**src/rtl/qps_pkg.sv**
```systemverilog
package qps_pkg;
  // Number of quarters in a plain (unstretched) machine cycle
  localparam int QPS_DEF_QUARTERS = 4;

  // Number of phase strobes: base quarters plus the two halves of the split last quarter
  function automatic int qps_phase_count(input int nq);
    return nq + 2;
  endfunction
endpackage

```
**src/rtl/qps_state.sv**
```systemverilog
module qps_state #(
  parameter int NQ = qps_pkg::QPS_DEF_QUARTERS,
  parameter int IW = $clog2(qps_pkg::qps_phase_count(NQ))
) (
  input  logic          clk,
  input  logic          rst,
  input  logic          stretch_req,
  output logic [IW-1:0] idx_o
);
  // Index codes: 0..NQ-1 are the base quarters, NQ is Q4a, NQ+1 is Q4b
  localparam logic [IW-1:0] DECIDE_I = IW'(NQ - 2);
  localparam logic [IW-1:0] LAST_I   = IW'(NQ - 1);
  localparam logic [IW-1:0] SPLA_I   = IW'(NQ);
  localparam logic [IW-1:0] SPLB_I   = IW'(NQ + 1);

  logic [IW-1:0] idx_q, idx_d;

  always_comb begin
    if (idx_q == DECIDE_I)
      idx_d = stretch_req ? SPLA_I : LAST_I;
    else if (idx_q == SPLA_I)
      idx_d = SPLB_I;
    else if (idx_q == LAST_I || idx_q == SPLB_I)
      idx_d = '0;
    else
      idx_d = idx_q + IW'(1);
  end

  always_ff @(posedge clk) begin
    if (rst) idx_q <= '0;
    else     idx_q <= idx_d;
  end

  assign idx_o = idx_q;

  AST_IDX_RANGE: assert property (@(posedge clk) disable iff (rst)
    idx_q <= SPLB_I);
endmodule

```
**src/rtl/qps_decode.sv**
```systemverilog
module qps_decode #(
  parameter int NQ = qps_pkg::QPS_DEF_QUARTERS,
  parameter int PW = qps_pkg::qps_phase_count(NQ),
  parameter int IW = $clog2(PW)
) (
  input  logic [IW-1:0] idx_i,
  output logic [PW-1:0] phase_o,
  output logic          cyc_start_o,
  output logic          cyc_end_o,
  output logic          stretched_o
);
  for (genvar k = 0; k < PW; k++) begin : g_strobe
    assign phase_o[k] = (idx_i == IW'(k));
  end

  assign cyc_start_o = phase_o[0];
  assign cyc_end_o   = phase_o[NQ-1] | phase_o[NQ+1];
  assign stretched_o = phase_o[NQ] | phase_o[NQ+1];
endmodule

```
**src/rtl/qps_sequencer.sv**
```systemverilog
module qps_sequencer #(
  parameter int NQ = qps_pkg::QPS_DEF_QUARTERS,
  localparam int PW = qps_pkg::qps_phase_count(NQ),
  localparam int IW = $clog2(PW)
) (
  input  logic          clk,
  input  logic          rst,
  input  logic          stretch_req,
  output logic [PW-1:0] phase_o,
  output logic          cyc_start_o,
  output logic          cyc_end_o,
  output logic          stretched_o
);
  logic [IW-1:0] idx;

  qps_state #(.NQ(NQ), .IW(IW)) u_state (
    .clk         (clk),
    .rst         (rst),
    .stretch_req (stretch_req),
    .idx_o       (idx)
  );

  qps_decode #(.NQ(NQ), .PW(PW), .IW(IW)) u_decode (
    .idx_i       (idx),
    .phase_o     (phase_o),
    .cyc_start_o (cyc_start_o),
    .cyc_end_o   (cyc_end_o),
    .stretched_o (stretched_o)
  );

  AST_RESET_Q1: assert property (@(posedge clk)
    rst |=> (phase_o[0] && !stretched_o && !cyc_end_o));
  AST_ONE_PHASE: assert property (@(posedge clk) disable iff (rst)
    $countones(phase_o) == 1);
  AST_PLAIN_Q4: assert property (@(posedge clk) disable iff (rst)
    (phase_o[NQ-2] && !stretch_req) |=> phase_o[NQ-1]);
  AST_SPLIT_Q4A: assert property (@(posedge clk) disable iff (rst)
    (phase_o[NQ-2] && stretch_req) |=> phase_o[NQ]);
  AST_Q4A_HOLDS: assert property (@(posedge clk) disable iff (rst)
    phase_o[NQ] |=> phase_o[NQ+1]);
  AST_END_TO_START: assert property (@(posedge clk) disable iff (rst)
    cyc_end_o |=> cyc_start_o);
  AST_START_STEP: assert property (@(posedge clk) disable iff (rst)
    cyc_start_o |=> phase_o[1]);
  AST_FLAG_FALLS: assert property (@(posedge clk) disable iff (rst)
    $fell(stretched_o) |-> cyc_start_o);
endmodule

```
**config.mk**
```make
export PLATFORM = sky130hd
export DESIGN_NAME = qps_sequencer
export DESIGN_NICKNAME = d
export VERILOG_FILES = /design/src/rtl/qps_pkg.sv /design/src/rtl/qps_state.sv /design/src/rtl/qps_decode.sv /design/src/rtl/qps_sequencer.sv
export SDC_FILE = /design/constraint.sdc
export NUM_CORES = 1
export LEC_CHECK = 0
export ABC_AREA = 0
export BUFFER_PORTS_ARGS = -buffer_cell sky130_fd_sc_hd__buf_2
export CORE_AREA = 4 4 41 43
export CTS_BUF_LIST = sky130_fd_sc_hd__clkbuf_8
export DETAILED_ROUTE_END_ITERATION = 10
export DIE_AREA = 0 0 45 47
export GPL_TIMING_DRIVEN = 1
export PLACE_DENSITY = 0.48
export SKIP_CTS_REPAIR_TIMING = 1
export SLEW_MARGIN = 20
export SYNTH_ARGS = -nofsm -noshare
export SYNTH_HDL_FRONTEND = slang
export SYNTH_SLANG_ARGS = --single-unit
```
**constraint.sdc**
```tcl
create_clock -name clk -period 3.4 [get_ports clk]
set_input_delay 0.51 -clock clk [delete_from_list [all_inputs] [get_ports clk]]
set_output_delay 0.51 -clock clk [all_outputs]
set_load 0.005 [all_outputs]
```
### Word-level counts from Yosys, hierarchy flattened

Index checks and enable logic that the tools add are counted.
W data, S select, Z words.

| word-level totals | value |
|---|---|
| register bits | 3 |
| input bits | 3 |
| word-level logic and storage cells | 15 |

| operators by class | value |
|---|---|
| $add $sub $neg | 1 |
| equal/unequal tests | 5 |
| mux-type cells | 4 |
| bitwise gates (word level) | 2 |
| reductions and logical operators | 2 |

Operator list:

| kind | number |
|---|---|
| $mux W3 | 4 |
| $eq A3 B2 Y1 const B | 2 |
| $eq A3 B3 Y1 const B | 2 |
| $add A3 B1 Y3 const B | 1 |
| $eq A3 B1 Y1 const B | 1 |
| $logic_not A3 Y1 | 1 |
| $or A1 B1 Y1 | 2 |
| $logic_or A1 B1 Y1 | 1 |

### Depth between registers and ports, before layout

Gate-level depths: netlist of run 1.

| depth | value |
|---|---|
| depth in word-level cells | 5 |
| gate-level depth with buffers | 6 |

### Modules after synthesis

From an unflattened synthesis of run 1, not the netlist that was laid out.

| unflattened totals | value |
|---|---|
| cells, all modules | 36 |
| area total of the unflattened synthesis | 285.3 um2 |

Modules (own cells, without submodules):

| module | times used | cells each | area each (um2) | sequential area each (um2) |
|---|---|---|---|---|
| qps_state | 1 | 24 | 209.0 | 60.1 |
| qps_decode | 1 | 12 | 76.3 | 0.0 |

### Worst setup path after synthesis of run 1

No wires, ideal clock.

| path | value |
|---|---|
| path kind | register to output |
| start point | reg u_state.idx_q[0], in the netlist u_state.idx_o[0] |
| end point | out stretched_o |
| data arrival time | 1.012 ns |
| required time | 2.890 ns |
| path slack | 1.878 ns |
| cell stages (with the launch flop) | 5 |
| cell sequence | dfxtp_1 > inv_1 > ha_1 > and2_1 > or2_1 |

| between the ends | value |
|---|---|
| word-level cells in the longest chain between the ends | 2 |

Ends and longest elaborated chain:

| what | RTL line | source |
|---|---|---|
| start: declaration | qps_state.sv:16 | `logic [IW-1:0] idx_q, idx_d;` |
| start signal: assignment | qps_state.sv:31 | `else idx_q <= idx_d;` |
| $eq A3 B3 Y1 | qps_decode.sv:13 | `assign phase_o[k] = (idx_i == IW'(k));` |
| named net phase_o[4] | qps_sequencer.sv:9 | `output logic [PW-1:0] phase_o,` |
| $or A1 B1 Y1 | qps_decode.sv:18 | `assign stretched_o = phase_o[NQ] \| phase_o[NQ+1];` |
| end: declaration | qps_sequencer.sv:12 | `output logic stretched_o` |

The timed path passes the listed nets, and every way through them passes these cells.

### Worst setup path in the final report of run 1

| path | value |
|---|---|
| start point | reg u_state.idx_q[0], in the netlist u_state.idx_o[0] |
| end point | out stretched_o |

| between the ends | value |
|---|---|
| word-level cells in the longest chain between the ends | 2 |

Ends and longest elaborated chain:

| what | RTL line |
|---|---|
| $eq A3 B3 Y1 | qps_decode.sv:13 |
| $or A1 B1 Y1 (*) | qps_decode.sv:18 |

Mark *: on every way between the ends. The rest lies on a longest branch, timed or not.

==> results of run 1 <==
-- power by group --
part	internal, W	total (W)	switching [W]
Sequential	0.0000490	0.0000703	0.0000213
Clock	0.0000768	0.0000995	0.0000227
Combinational	0.0000865	0.000167	0.0000801
-- worst paths after layout --
kind	end	depth (start not counted)
hold / removal	u_state.idx_o[2]$_SDFF_PP0_	2
setup reg to reg	u_state.idx_o[2]$_SDFF_PP0_	4
hold reg to reg	u_state.idx_o[0]$_SDFF_PP0_	2
setup / recovery	stretched_o	5
-- worst reg2reg max path, stage by stage (launching register included) --
cell,delay [ns]
sky130_fd_sc_hd__dfxtp_1,0.53
sky130_fd_sc_hd__inv_1,0.11
sky130_fd_sc_hd__ha_1,0.30
sky130_fd_sc_hd__o21a_1,0.19
sky130_fd_sc_hd__nor3_2,0.09
-- synthesized netlist by cell type --
cell / number
sky130_fd_sc_hd__ha_1: 5
sky130_fd_sc_hd__dfxtp_1: 3
sky130_fd_sc_hd__inv_1: 3
sky130_fd_sc_hd__nor2_1: 3
sky130_fd_sc_hd__nor2b_1: 3
sky130_fd_sc_hd__and2_1: 2
sky130_fd_sc_hd__a21oi_1: 1
sky130_fd_sc_hd__a31oi_1: 1
sky130_fd_sc_hd__buf_4: 1
sky130_fd_sc_hd__buf_6: 1
sky130_fd_sc_hd__inv_2: 1
sky130_fd_sc_hd__mux2i_1: 1
sky130_fd_sc_hd__mux2i_2: 1
sky130_fd_sc_hd__nand2_1: 1
sky130_fd_sc_hd__nor3_2: 1
sky130_fd_sc_hd__nor3b_1: 1
sky130_fd_sc_hd__o211ai_1: 1
sky130_fd_sc_hd__o21a_1: 1
sky130_fd_sc_hd__o21ai_0: 1
sky130_fd_sc_hd__or2_1: 1
-- per-layer routing --
layer | routed length (um) | track usage | vias up
li1 | - | - | 132
met1 | 264 | 0.0750 | 113
met2 | 238 | 0.0847 | 9
met3 | 49 | 0.0115 | 0
met4 | 0 | 0.0526 | 0
met5 | 0 | 0 | -
-- cell type report --
| class | instances | area (sq um) |
|---|---|---|
| Clock buffer | 3 | 41.3 |
| Clock inverter | 1 | 3.75 |
| Fill cell | 150 | 920 |
| Inverter | 4 | 15.0 |
| Multi-Input combinational cell | 24 | 188 |
| Sequential cell | 3 | 60.1 |
| Tap cell | 15 | 18.8 |
| Timing Repair Buffer | 11 | 55.1 |
-- per-stage QoR --
stage | setup slack (ns) | utilization | std cells | hold slack, ns
4_1_cts | 1.47 | 0.293 | 61 | 0.496
3_5_place_dp | 1.70 | 0.259 | 57 | 0.682
2_1_floorplan | 1.88 | - | 33 | 0.579
3_3_place_gp | 1.72 | 0.259 | 57 | 0.663
6_report | 1.49 | 0.293 | 61 | 0.499
5_1_grt | 1.40 | 0.293 | 61 | 0.515
-- cell families (layout without fill, tap and decap cells) --
family | count (synthesis) | after routing
and+or+nand+nor | 12 | 12
AOI/OAI and AO/OA | 5 | 5
adders and majority gates | 5 | 5
buffers and inverters | 6 | 19
DFF | 3 | 3
muxes | 2 | 2
==> insert_results.sql, run 1 <==
INSERT INTO impl_metrics (metric_group, metric, value, unit) VALUES
('synth', 'post_synth_xor_area_fraction', '0', ''),
('clocking', 'cts_buffer_depth', '2', ''),
('synth', 'yosysWarnings', '0', ''),
('synth', 'mappedNetlistArea', '282', 'sq um'),
('clocking', 'clock-sinks', '3', ''),
('timing', 'grt_setup_unrepaired', 'no', ''),
('cells_and_area', 'drive_gt1_frac', '0.370', ''),
('floorplanning', 'std_cell_rows', '13', ''),
('grt', 'number_of_global_route_vias_before_repair', '226', ''),
('setup_path', 'slowest_delay', '0.40', 'ns'),
('power', 'power-per-cell-area', '881', 'mW/mm^2'),
('setup_path', 'worst_ep_required_time', '2.89', 'ns'),
('min_path', 'hold_path.startpoint', 'rst', ''),
('setup_path', 'cpLargestDelayFamily', 'flip-flops', ''),
('floorplanning', 'design.die.area', '0.00212', 'sq mm'),
('place', 'port_buffers', '11', ''),
('detailed_routing', 'route.detailed.vias_per_inst', '4.16', ''),
('synth', 'syn_avg_cell_area', '8.53', 'sq um'),
('synth', 'main_combinational_cell_family_by_area_after_synthesis', 'simple AND/OR/NAND/NOR gates', ''),
('floorplanning', 'core_region_area', '0.00130', 'sq mm'),
('grt', 'largest_net_degree_at_the_start_of_global_routing', '11', ''),
('synth', 'synthesized_area_fraction_occupied_by_ao_oa_aoi_and_oai_cells', '0.111', ''),
('timing', 'timing_hold_violations_final', '0', ''),
('synth', 'synth_top_cell_area_share', '0.222', ''),
('place', 'detailedPlacementHpwl', '453', 'um'),
('cells_and_area', 'mostFrequentLayoutCells', 'sky130_fd_sc_hd__buf_2, sky130_fd_sc_hd__ha_1, sky130_fd_sc_hd__inv_1', ''),
('setup_path', 'critical_path_peak_fanout', '5', ''),
('synth', 'synth_mux_area_frac', '0.0844', ''),
('synth', 'yosysTopAreaCell', 'sky130_fd_sc_hd__ha_1', ''),
('floorplanning', 'initial_utilization', '0.216', ''),
('timing', 'highest_clock_rate', '524', 'MHz'),
('grt', 'antenna_found_initial', '0', ''),
('detailed_routing', 'antenna_violating_nets_left', '0', ''),
('detailed_routing', 'vias', '254', ''),
('cells_and_area', 'antenna_cells', '0', ''),
('timing', 'finalSetupTns', '0', 'ns'),
('timing', 'relSlewSlack', '0.753', ''),
('grt', 'groute.usage.overall', '0.0592', ''),
('synth', 'synth_sequential_area_ratio', '0.213', ''),
('grt', 'grt_first_pass_wirelength', '883', 'um'),
('floorplanning', 'floorplan.die.height', '47', 'um'),
('clocking', 'num_cts_buffers', '3', ''),
('clocking', 'root_buffer', 'sky130_fd_sc_hd__clkbuf_8', ''),
('place', 'gp_congestion', '0.749', ''),
('setup_path', 'slowest_stage', 'sky130_fd_sc_hd__dfxtp_1', ''),
('cells_and_area', 'largest_register_ffs', '3', ''),
('floorplanning', 'io-pin-count', '12', ''),
('power', 'total_power', '0.000336', 'W'),
('clocking', 'h-tree-depth', '1', ''),
('run', 'max-cap-violations', '0', ''),
('setup_path', 'critPathKind', 'reg -> out', ''),
('setup_path', 'critPathArrivalTime', '1.40', 'ns'),
('detailed_routing', 'route.detailed.wl_per_inst', '9.05', 'um'),
('synth', 'synth_simple_gate_area_share', '0.249', ''),
('synth', 'synth_area_leaders', 'sky130_fd_sc_hd__ha_1, sky130_fd_sc_hd__dfxtp_1, sky130_fd_sc_hd__nor2b_1', ''),
('timing', 'setup_violations', '0', ''),
('cells_and_area', 'nets', '55', ''),
('cells_and_area', 'post-route-cell-area', '382', 'sq um'),
('place', 'post_dp_cell_area', '337', 'sq um'),
('setup_path', 'timing.reg2reg.setup_slack', '2.11', 'ns'),
('setup_path', 'number_of_buffers_and_inverters_on_the_critical_path', '2', ''),
('detailed_routing', 'route.detailed.drc', '0', ''),
('timing', 'finalCritPeriodShare', '0.562', ''),
('cells_and_area', 'area_delta_synth_final', '35.6', '%'),
('synth', 'post_synth_fa_ha_maj_area_fraction', '0.222', ''),
('min_path', 'hold_path.class', 'in -> reg', ''),
('setup_path', 'timing.critical_path.cells', 'inv_1 > ha_1 > and2_1 > or2_1 > buf_2', ''),
('timing', 'final_period_minus_worst_setup_slack', '1.91', 'ns'),
('floorplanning', 'die-width', '45', 'um'),
('grt', 'globalRoute.totalOverflow', '0', ''),
('run_status', 'run_status', 'complete, no violations', '');
No activity file was read; power rests on OpenSTA's default activity.
==> run 2: changes to the inputs <==
PLACE_DENSITY = 0.49   (was 0.48)
clock period = 1.7 ns   (was 3.4 ns; I/O delays follow)
==> run 2 against run 1 <==
- clock power grew 94%
- combinational power up 100%
- first-iteration DRC count grew 4
- worst hold slack got worse by 0.26 ns
- register-to-register slack got worse by 1.7 ns
- setup slack worse by 1.4 ns
- core utilization grew 0.29 points
- via count fell by 0.39%
- clock skew about the same
- sequential cell count is the same
- wire length decreased by 4.5%
- sequential share of layout area up 0.17 points
- critical path type unchanged
- largest power group unchanged
- highest routed layer unchanged
==> insert_results.sql, run 2 (synthesis gave the netlist of run 1 again) <==
INSERT INTO impl_metrics (metric_group, metric, value, unit) VALUES
('cells_and_area', 'nets', '55', ''),
('timing', 'grt_setup_unrepaired', 'no', ''),
('timing', 'timing.final.max_slew_violations', '0', ''),
('detailed_routing', 'maxUsedRoutingLayer', 'met3', ''),
('cells_and_area', 'post_layout_nonfiller_instances', '61', ''),
('grt', 'antenna_found_initial', '0', ''),
('timing', 'relSlewSlack', '0.775', ''),
('detailed_routing', 'routed_wl', '527', 'um'),
('run', 'max-cap-violations', '0', ''),
('clocking', 'tritoncts_clock_tree', 'done', ''),
('grt', 'groute.usage.overall', '0.0600', ''),
('detailed_routing', 'route.detailed.vias_per_inst', '4.15', ''),
('power', 'p_sw', '0.000242', 'W'),
('timing', 'setup_violations', '0', ''),
('floorplanning', 'initial_utilization', '0.216', ''),
('detailed_routing', 'vias', '253', ''),
('clocking', 'clkLatencyLatePin', '0.21', 'ns'),
('cells_and_area', 'commonest_non_fill_non_tap_cell_in_the_layout', 'sky130_fd_sc_hd__buf_2', ''),
('timing', 'finalCritPeriodShare', '0.940', ''),
('place', 'detailedPlacementHpwl', '450', 'um'),
('cells_and_area', 'area_delta_synth_final', '36.9', '%'),
('floorplanning', 'io-pin-count', '12', ''),
('floorplanning', 'design.die.area', '0.00212', 'sq mm'),
('timing', 'final_period_minus_worst_setup_slack', '1.60', 'ns'),
('setup_path', 'critPathArrivalTime', '1.34', 'ns'),
('timing', 'fin_hold_ws', '0.237', 'ns'),
('place', 'port_buffers', '11', ''),
('detailed_routing', 'drt_pre_antenna_iters', '4', ''),
('setup_path', 'worst_ep_required_time', '1.44', 'ns'),
('power', 'switching_share', '0.360', ''),
('timing', 'timing_hold_violations_final', '0', ''),
('detailed_routing', 'first_iter_violations', '4', ''),
('timing', 'fin_worst_skew', '0.00194', 'ns'),
('setup_path', 'end_kind', 'output pin', ''),
('power', 'cellLeakagePower', '0.198', 'nW'),
('detailed_routing', 'route.detailed.wl_per_inst', '8.64', 'um'),
('grt', 'largest_net_degree_at_the_start_of_global_routing', '11', ''),
('power', 'comb_power_share', '0.500', ''),
('cells_and_area', 'mostFrequentLayoutCells', 'sky130_fd_sc_hd__buf_2, sky130_fd_sc_hd__inv_1, sky130_fd_sc_hd__ha_1', ''),
('timing', 'finalSetupTns', '0', 'ns'),
('detailed_routing', 'met3WireLength', '66', 'um'),
('power', 'power_frac_seq', '0.212', ''),
('setup_path', 'critical_path_peak_fanout', '5', ''),
('grt', 'globalRoute.totalOverflow', '0', ''),
('place', 'gp_congestion', '0.723', ''),
('detailed_routing', 'wirelength_met1', '243', 'um'),
('cells_and_area', 'seqCellArea', '61.3', 'sq um'),
('place', 'post_dp_cell_area', '337', 'sq um'),
('detailed_routing', 'route.detailed.drc', '0', ''),
('setup_path', 'slowest_stage', 'sky130_fd_sc_hd__dfxtp_2', ''),
('clocking', 'clock-sinks', '3', ''),
('clocking', 'cts_buffer_depth', '2', ''),
('detailed_routing', 'antenna_violating_nets_left', '0', ''),
('cells_and_area', 'postLayoutCoreUtil', '0.296', ''),
('floorplanning', 'floorplan.die.height', '47', 'um'),
('floorplanning', 'std_cell_rows', '13', ''),
('cells_and_area', 'antenna_cells', '0', ''),
('power', 'power-per-cell-area', '1740', 'mW/mm^2'),
('clocking', 'num_cts_buffers', '3', ''),
('run_status', 'run_status', 'complete, no violations', ''),
('timing', 'highest_clock_rate', '626', 'MHz'),
('floorplanning', 'die-width', '45', 'um'),
('cells_and_area', 'fillerInstances', '154', ''),
('power', 'share_clk_of_total_power', '0.288', ''),
('clocking', 'h-tree-depth', '1', ''),
('cells_and_area', 'largest_register_ffs', '3', ''),
('cells_and_area', 'drive_gt1_frac', '0.413', ''),
('setup_path', 'worst_setup_path_start_kind', 'register', ''),
('grt', 'grt_first_pass_wirelength', '903', 'um'),
('grt', 'number_of_global_route_vias_before_repair', '229', ''),
('setup_path', 'timing.critical_path.cells', 'inv_1 > ha_1 > and2_1 > or2_1 > buf_2', ''),
('clocking', 'root_buffer', 'sky130_fd_sc_hd__clkbuf_8', ''),
('cells_and_area', 'post-route-cell-area', '385', 'sq um'),
('clocking', 'clkSlewWorstSetupHoldPaths', '0.03', 'ns'),
('power', 'vdd.ir_drop.worst', '0.000675', 'V'),
('cells_and_area', 'multiInputGateArea', '190', 'sq um'),
('floorplanning', 'core_region_area', '0.00130', 'sq mm'),
('power', 'internal_power', '0.000430', 'W'),
('timing', 'max_slew.worst_pin.slew', '0.338', 'ns'),
('setup_path', 'critPathKind', 'reg -> out', ''),
('detailed_routing', 'met2RoutedLength', '217', 'um'),
('min_path', 'hold_path.class', 'in -> reg', ''),
('place', 'placed_cells', '57', ''),
('setup_path', 'slowest_delay', '0.36', 'ns');
-- run 2: cell counts in the layout (fill, tap and decap cells not counted) --
No cell type changed its count.
-- run 2: routing by layer --
layer | track usage | vias up
li1 | - | 131
met1 | 0.0726 | 110
met3 | 0.0268 | 0
met4 | 0.0351 | 0
met5 | 0 | -
met2 | 0.0876 | 12
-- run 2: metrics by stage --
step / setup WS, ns / power [W]
floorplan: 0.433 / 0.000394
global placement: 0.303 / 0.000482
detailed placement: 0.262 / 0.000481
CTS: 0.0301 / 0.000681
global route: 0.0193 / 0.000744
finish: 0.102 / 0.000672
-- run 2: final timing paths --
kind                               start                           to  slack (ns)  cells past startpoint
min                                  rst  u_state.idx_o[0]$_SDFF_PP0_        0.24                      2
min reg2reg  u_state.idx_o[2]$_SDFF_PP0_  u_state.idx_o[0]$_SDFF_PP0_        0.64                      2
max reg2reg  u_state.idx_o[2]$_SDFF_PP0_  u_state.idx_o[2]$_SDFF_PP0_        0.44                      4
max          u_state.idx_o[0]$_SDFF_PP0_                  stretched_o        0.10                      5
-- run 2: power groups by stage --
stage | sequential (W) | combinational (W) | clock [W]
2_1_floorplan | 0.000118 | 0.000276 | 0
3_3_place_gp | 0.000139 | 0.000343 | 0
3_5_place_dp | 0.000139 | 0.000342 | 0
4_1_cts | 0.000139 | 0.000342 | 0.000200
5_1_grt | 0.000149 | 0.000385 | 0.000210
6_report | 0.000143 | 0.000336 | 0.000193
-- run 2: final cells by class --
cell class | instances | share of cell area
clock buffer | 3 | 0.107
clock inverter | 1 | 0.00974
inverter | 4 | 0.0390
multi-input combinational | 24 | 0.494
sequential | 3 | 0.159
tap | 15 | 0.0487
timing repair buffer | 11 | 0.143
-- run 2: critical path, delay by kind of cell, from the launching register on --
kind	cells	cell delay (ns)
DFF	1	0.36
buffers and inverters	2	0.20
and+or+nand+nor	2	0.34
adders and majority gates	1	0.23
==> run 3: changes to the inputs <==
ABC_AREA = 1   (was 0)
==> run 3 against run 2 <==
- count of clock-buffer cells in the layout unchanged
- register-to-register slack gained 0.06 ns
- non-clock buffer count did not move
- global-route usage up 0.084 points
- sequential share of layout area shrank 0.43 points
- worst hold slack better by 0.0012 ns
- cell area is 0.65% higher
- power is 3.3% lower
- die area unchanged
==> insert_results.sql, run 3 <==
INSERT INTO impl_metrics (metric_group, metric, value, unit) VALUES
('clocking', 'clkLatencyLatePin', '0.21', 'ns'),
('timing', 'setup_violations', '0', ''),
('timing', 'timing.final.max_slew_violations', '0', ''),
('floorplanning', 'io-pin-count', '12', ''),
('grt', 'grt_first_pass_wirelength', '917', 'um'),
('clocking', 'h-tree-depth', '1', ''),
('timing', 'finalSetupTns', '0', 'ns'),
('min_path', 'hold_path.startpoint', 'rst', ''),
('synth', 'post_synth_fa_ha_maj_area_fraction', '0.226', ''),
('detailed_routing', 'drt_pre_antenna_iters', '4', ''),
('grt', 'largest_net_degree_at_the_start_of_global_routing', '7', ''),
('setup_path', 'timing.reg2reg.setup_slack', '0.50', 'ns'),
('synth', 'yosys_most_used_dff', 'sky130_fd_sc_hd__dfxtp_1', ''),
('power', 'vdd.ir_drop.worst', '0.000671', 'V'),
('setup_path', 'critPathArrivalTime', '1.18', 'ns'),
('timing', 'grt_setup_unrepaired', 'no', ''),
('detailed_routing', 'routed_wl', '580', 'um'),
('power', 'switching_share', '0.389', ''),
('grt', 'groute.usage.overall', '0.0608', ''),
('detailed_routing', 'route.detailed.drc', '0', ''),
('floorplanning', 'design.die.area', '0.00212', 'sq mm'),
('synth', 'synth_seq_cells', '3', ''),
('cells_and_area', 'largest_register_ffs', '3', ''),
('synth', 'synthCells', '44', ''),
('timing', 'final_period_minus_worst_setup_slack', '1.44', 'ns'),
('place', 'gp_congestion', '0.729', ''),
('place', 'post_dp_cell_area', '343', 'sq um'),
('setup_path', 'critical_path.reg2reg.endpoint', 'u_state.idx_o[2]$_SDFF_PP0_', ''),
('clocking', 'clock-sinks', '3', ''),
('power', 'power-per-cell-area', '1680', 'mW/mm^2'),
('detailed_routing', 'first_iter_violations', '5', ''),
('cells_and_area', 'area_delta_synth_final', '40.3', '%'),
('power', 'p_sw', '0.000253', 'W'),
('clocking', 'tritoncts_clock_tree', 'done', ''),
('cells_and_area', 'post-route-cell-area', '388', 'sq um'),
('clocking', 'clkSlewWorstSetupHoldPaths', '0.03', 'ns'),
('place', 'placed_cells', '69', ''),
('setup_path', 'critPathKind', 'reg -> out', ''),
('cells_and_area', 'fillerInstances', '158', ''),
('power', 'internal_power', '0.000397', 'W'),
('synth', 'yosys.cell_types.count', '11', ''),
('synth', 'postSynth.asyncResetShare', '0', ''),
('clocking', 'num_cts_buffers', '3', ''),
('grt', 'globalRoute.totalOverflow', '0', ''),
('timing', 'relSlewSlack', '0.852', ''),
('synth', 'syn_avg_cell_area', '6.28', 'sq um'),
('power', 'cellLeakagePower', '0.274', 'nW'),
('min_path', 'hold_path.class', 'in -> reg', ''),
('cells_and_area', 'mostFrequentLayoutCells', 'sky130_fd_sc_hd__inv_1, sky130_fd_sc_hd__buf_2, sky130_fd_sc_hd__nor2_1', ''),
('timing', 'timing_hold_violations_final', '0', ''),
('synth', 'synth_commonest_cells', 'sky130_fd_sc_hd__inv_1, sky130_fd_sc_hd__nor2_1, sky130_fd_sc_hd__nand2_1', ''),
('cells_and_area', 'post_layout_nonfiller_instances', '73', ''),
('grt', 'number_of_global_route_vias_before_repair', '231', ''),
('detailed_routing', 'antenna_violating_nets_left', '0', ''),
('floorplanning', 'std_cell_rows', '13', ''),
('synth', 'synth_edf_count', '0', ''),
('run', 'max-cap-violations', '0', ''),
('synth', 'main_combinational_cell_family_by_area_after_synthesis', 'simple AND/OR/NAND/NOR gates', ''),
('setup_path', 'critical_path_peak_fanout', '4', ''),
('floorplanning', 'initial_utilization', '0.212', ''),
('detailed_routing', 'route.detailed.wl_per_inst', '7.95', 'um'),
('setup_path', 'worst_setup_path_start_kind', 'register', ''),
('power', 'power_frac_seq', '0.191', ''),
('grt', 'antenna_found_initial', '0', ''),
('cells_and_area', 'drive_gt1_frac', '0.328', ''),
('cells_and_area', 'antenna_cells', '0', ''),
('synth', 'synth_area_leaders', 'sky130_fd_sc_hd__ha_1, sky130_fd_sc_hd__dfxtp_1, sky130_fd_sc_hd__inv_1', ''),
('setup_path', 'end_kind', 'output pin', ''),
('clocking', 'root_buffer', 'sky130_fd_sc_hd__clkbuf_8', ''),
('setup_path', 'critPathLaunch', 'u_state.idx_o[1]$_SDFF_PP0_', ''),
('clocking', 'cts_buffer_depth', '2', ''),
('synth', 'synthesized_area_fraction_occupied_by_ao_oa_aoi_and_oai_cells', '0.0271', ''),
('floorplanning', 'core_region_area', '0.00130', 'sq mm'),
('synth', 'synth_top_cell_area_share', '0.226', ''),
('detailed_routing', 'vias', '268', ''),
('synth', 'synth_mux_area_frac', '0', ''),
('detailed_routing', 'route.detailed.vias_per_inst', '3.67', ''),
('synth', 'synth_sequential_area_ratio', '0.217', ''),
('synth', 'mappedNetlistArea', '277', 'sq um'),
('synth', 'synth_nets', '52', ''),
('synth', 'yosysMostFrequentCell', 'sky130_fd_sc_hd__inv_1', ''),
('setup_path', 'critPathCapture', 'cyc_end_o', ''),
('timing', 'finalCritPeriodShare', '0.846', ''),
('place', 'detailedPlacementHpwl', '463', 'um'),
('floorplanning', 'floorplan.die.height', '47', 'um'),
('power', 'share_clk_of_total_power', '0.304', ''),
('place', 'port_buffers', '11', ''),
('timing', 'max_slew.worst_pin.slew', '0.222', 'ns'),
('setup_path', 'worst_ep_required_time', '1.44', 'ns'),
('setup_path', 'worstRegToRegCells', '8', ''),
('timing', 'fin_worst_skew', '0.00448', 'ns'),
('synth', 'synth_simple_gate_area_share', '0.339', ''),
('floorplanning', 'die-width', '45', 'um'),
('synth', 'post_synth_xor_area_fraction', '0', ''),
('setup_path', 'r2r-start', 'u_state.idx_o[0]$_SDFF_PP0_', ''),
('cells_and_area', 'commonest_non_fill_non_tap_cell_in_the_layout', 'sky130_fd_sc_hd__inv_1', ''),
('synth', 'yosysWarnings', '0', ''),
('timing', 'highest_clock_rate', '695', 'MHz'),
('cells_and_area', 'nets', '67', ''),
('synth', 'yosysTopAreaCell', 'sky130_fd_sc_hd__ha_1', ''),
('run_status', 'run_status', 'complete, no violations', ''),
('timing', 'fin_hold_ws', '0.238', 'ns'),
('power', 'comb_power_share', '0.505', '');
run 3: cell count changes after synthesis, moves of 2 or more:
cell,before,now
sky130_fd_sc_hd__nor2_1,3,9
sky130_fd_sc_hd__inv_1,3,11
sky130_fd_sc_hd__nor2b_1,3,0
sky130_fd_sc_hd__nand2_1,1,8
sky130_fd_sc_hd__nand2_2,0,3
sky130_fd_sc_hd__and2_1,2,0
run 3: layout make-up:
cell class,instances,area [sq um],share of cell area
multi-input combinational,28,164,0.423
tap,15,18.8,0.0484
inverter,12,45.0,0.116
clock inverter,1,3.75,0.00968
clock buffer,3,41.3,0.106
timing repair buffer,11,55.1,0.142
sequential,3,60.1,0.155
run 3: worst min-delay path by stage:
stage | endpoint | cells after the start
CTS | u_state.idx_o[0]$_SDFF_PP0_ | 2
finish | u_state.idx_o[0]$_SDFF_PP0_ | 2
global route | u_state.idx_o[0]$_SDFF_PP0_ | 2
floorplan | u_state.idx_o[0]$_SDFF_PP0_ | 1
detailed placement | u_state.idx_o[0]$_SDFF_PP0_ | 2
global placement | u_state.idx_o[1]$_SDFF_PP0_ | 2
run 3: layer usage:
layer  track usage  vias up  share of wire
met5             0        -              0
met4             0        0              0
met1        0.0682      106           0.44
met3        0.0345        0           0.11
li1              -      151              -
met2         0.107       11           0.45
run 3: cell families (layout without fill, tap and decap cells):
group	Yosys count	in the layout
DFF	3	3
and+or+nand+nor	22	22
adders and majority gates	5	5
buffers and inverters	13	27
AOI/OAI and AO/OA	1	1
run 3: critical path: stages, from the launching register on:
cell and delay, ns:
sky130_fd_sc_hd__dfxtp_1 0.34, sky130_fd_sc_hd__inv_1 0.07, sky130_fd_sc_hd__ha_1 0.19, sky130_fd_sc_hd__nand2_1 0.15, sky130_fd_sc_hd__nand2_2 0.09, sky130_fd_sc_hd__buf_2 0.13
run 3: power by group through the flow:
stage	sequential, W	clock (W)	combinational (W)
2_1_floorplan	0.000119	0	0.000244
3_3_place_gp	0.000125	0	0.000334
3_5_place_dp	0.000126	0	0.000329
4_1_cts	0.000126	0.000203	0.000335
5_1_grt	0.000127	0.000208	0.000379
6_report	0.000124	0.000197	0.000328
run 3: per-stage QoR:
stage / setup WS, ns / util / power (W)
detailed placement: 0.472 / 0.263 / 0.000456
global placement: 0.476 / 0.263 / 0.000460
CTS: 0.238 / 0.298 / 0.000663
floorplan: 0.585 / - / 0.000363
global route: 0.154 / 0.298 / 0.000714
finish: 0.261 / 0.298 / 0.000650
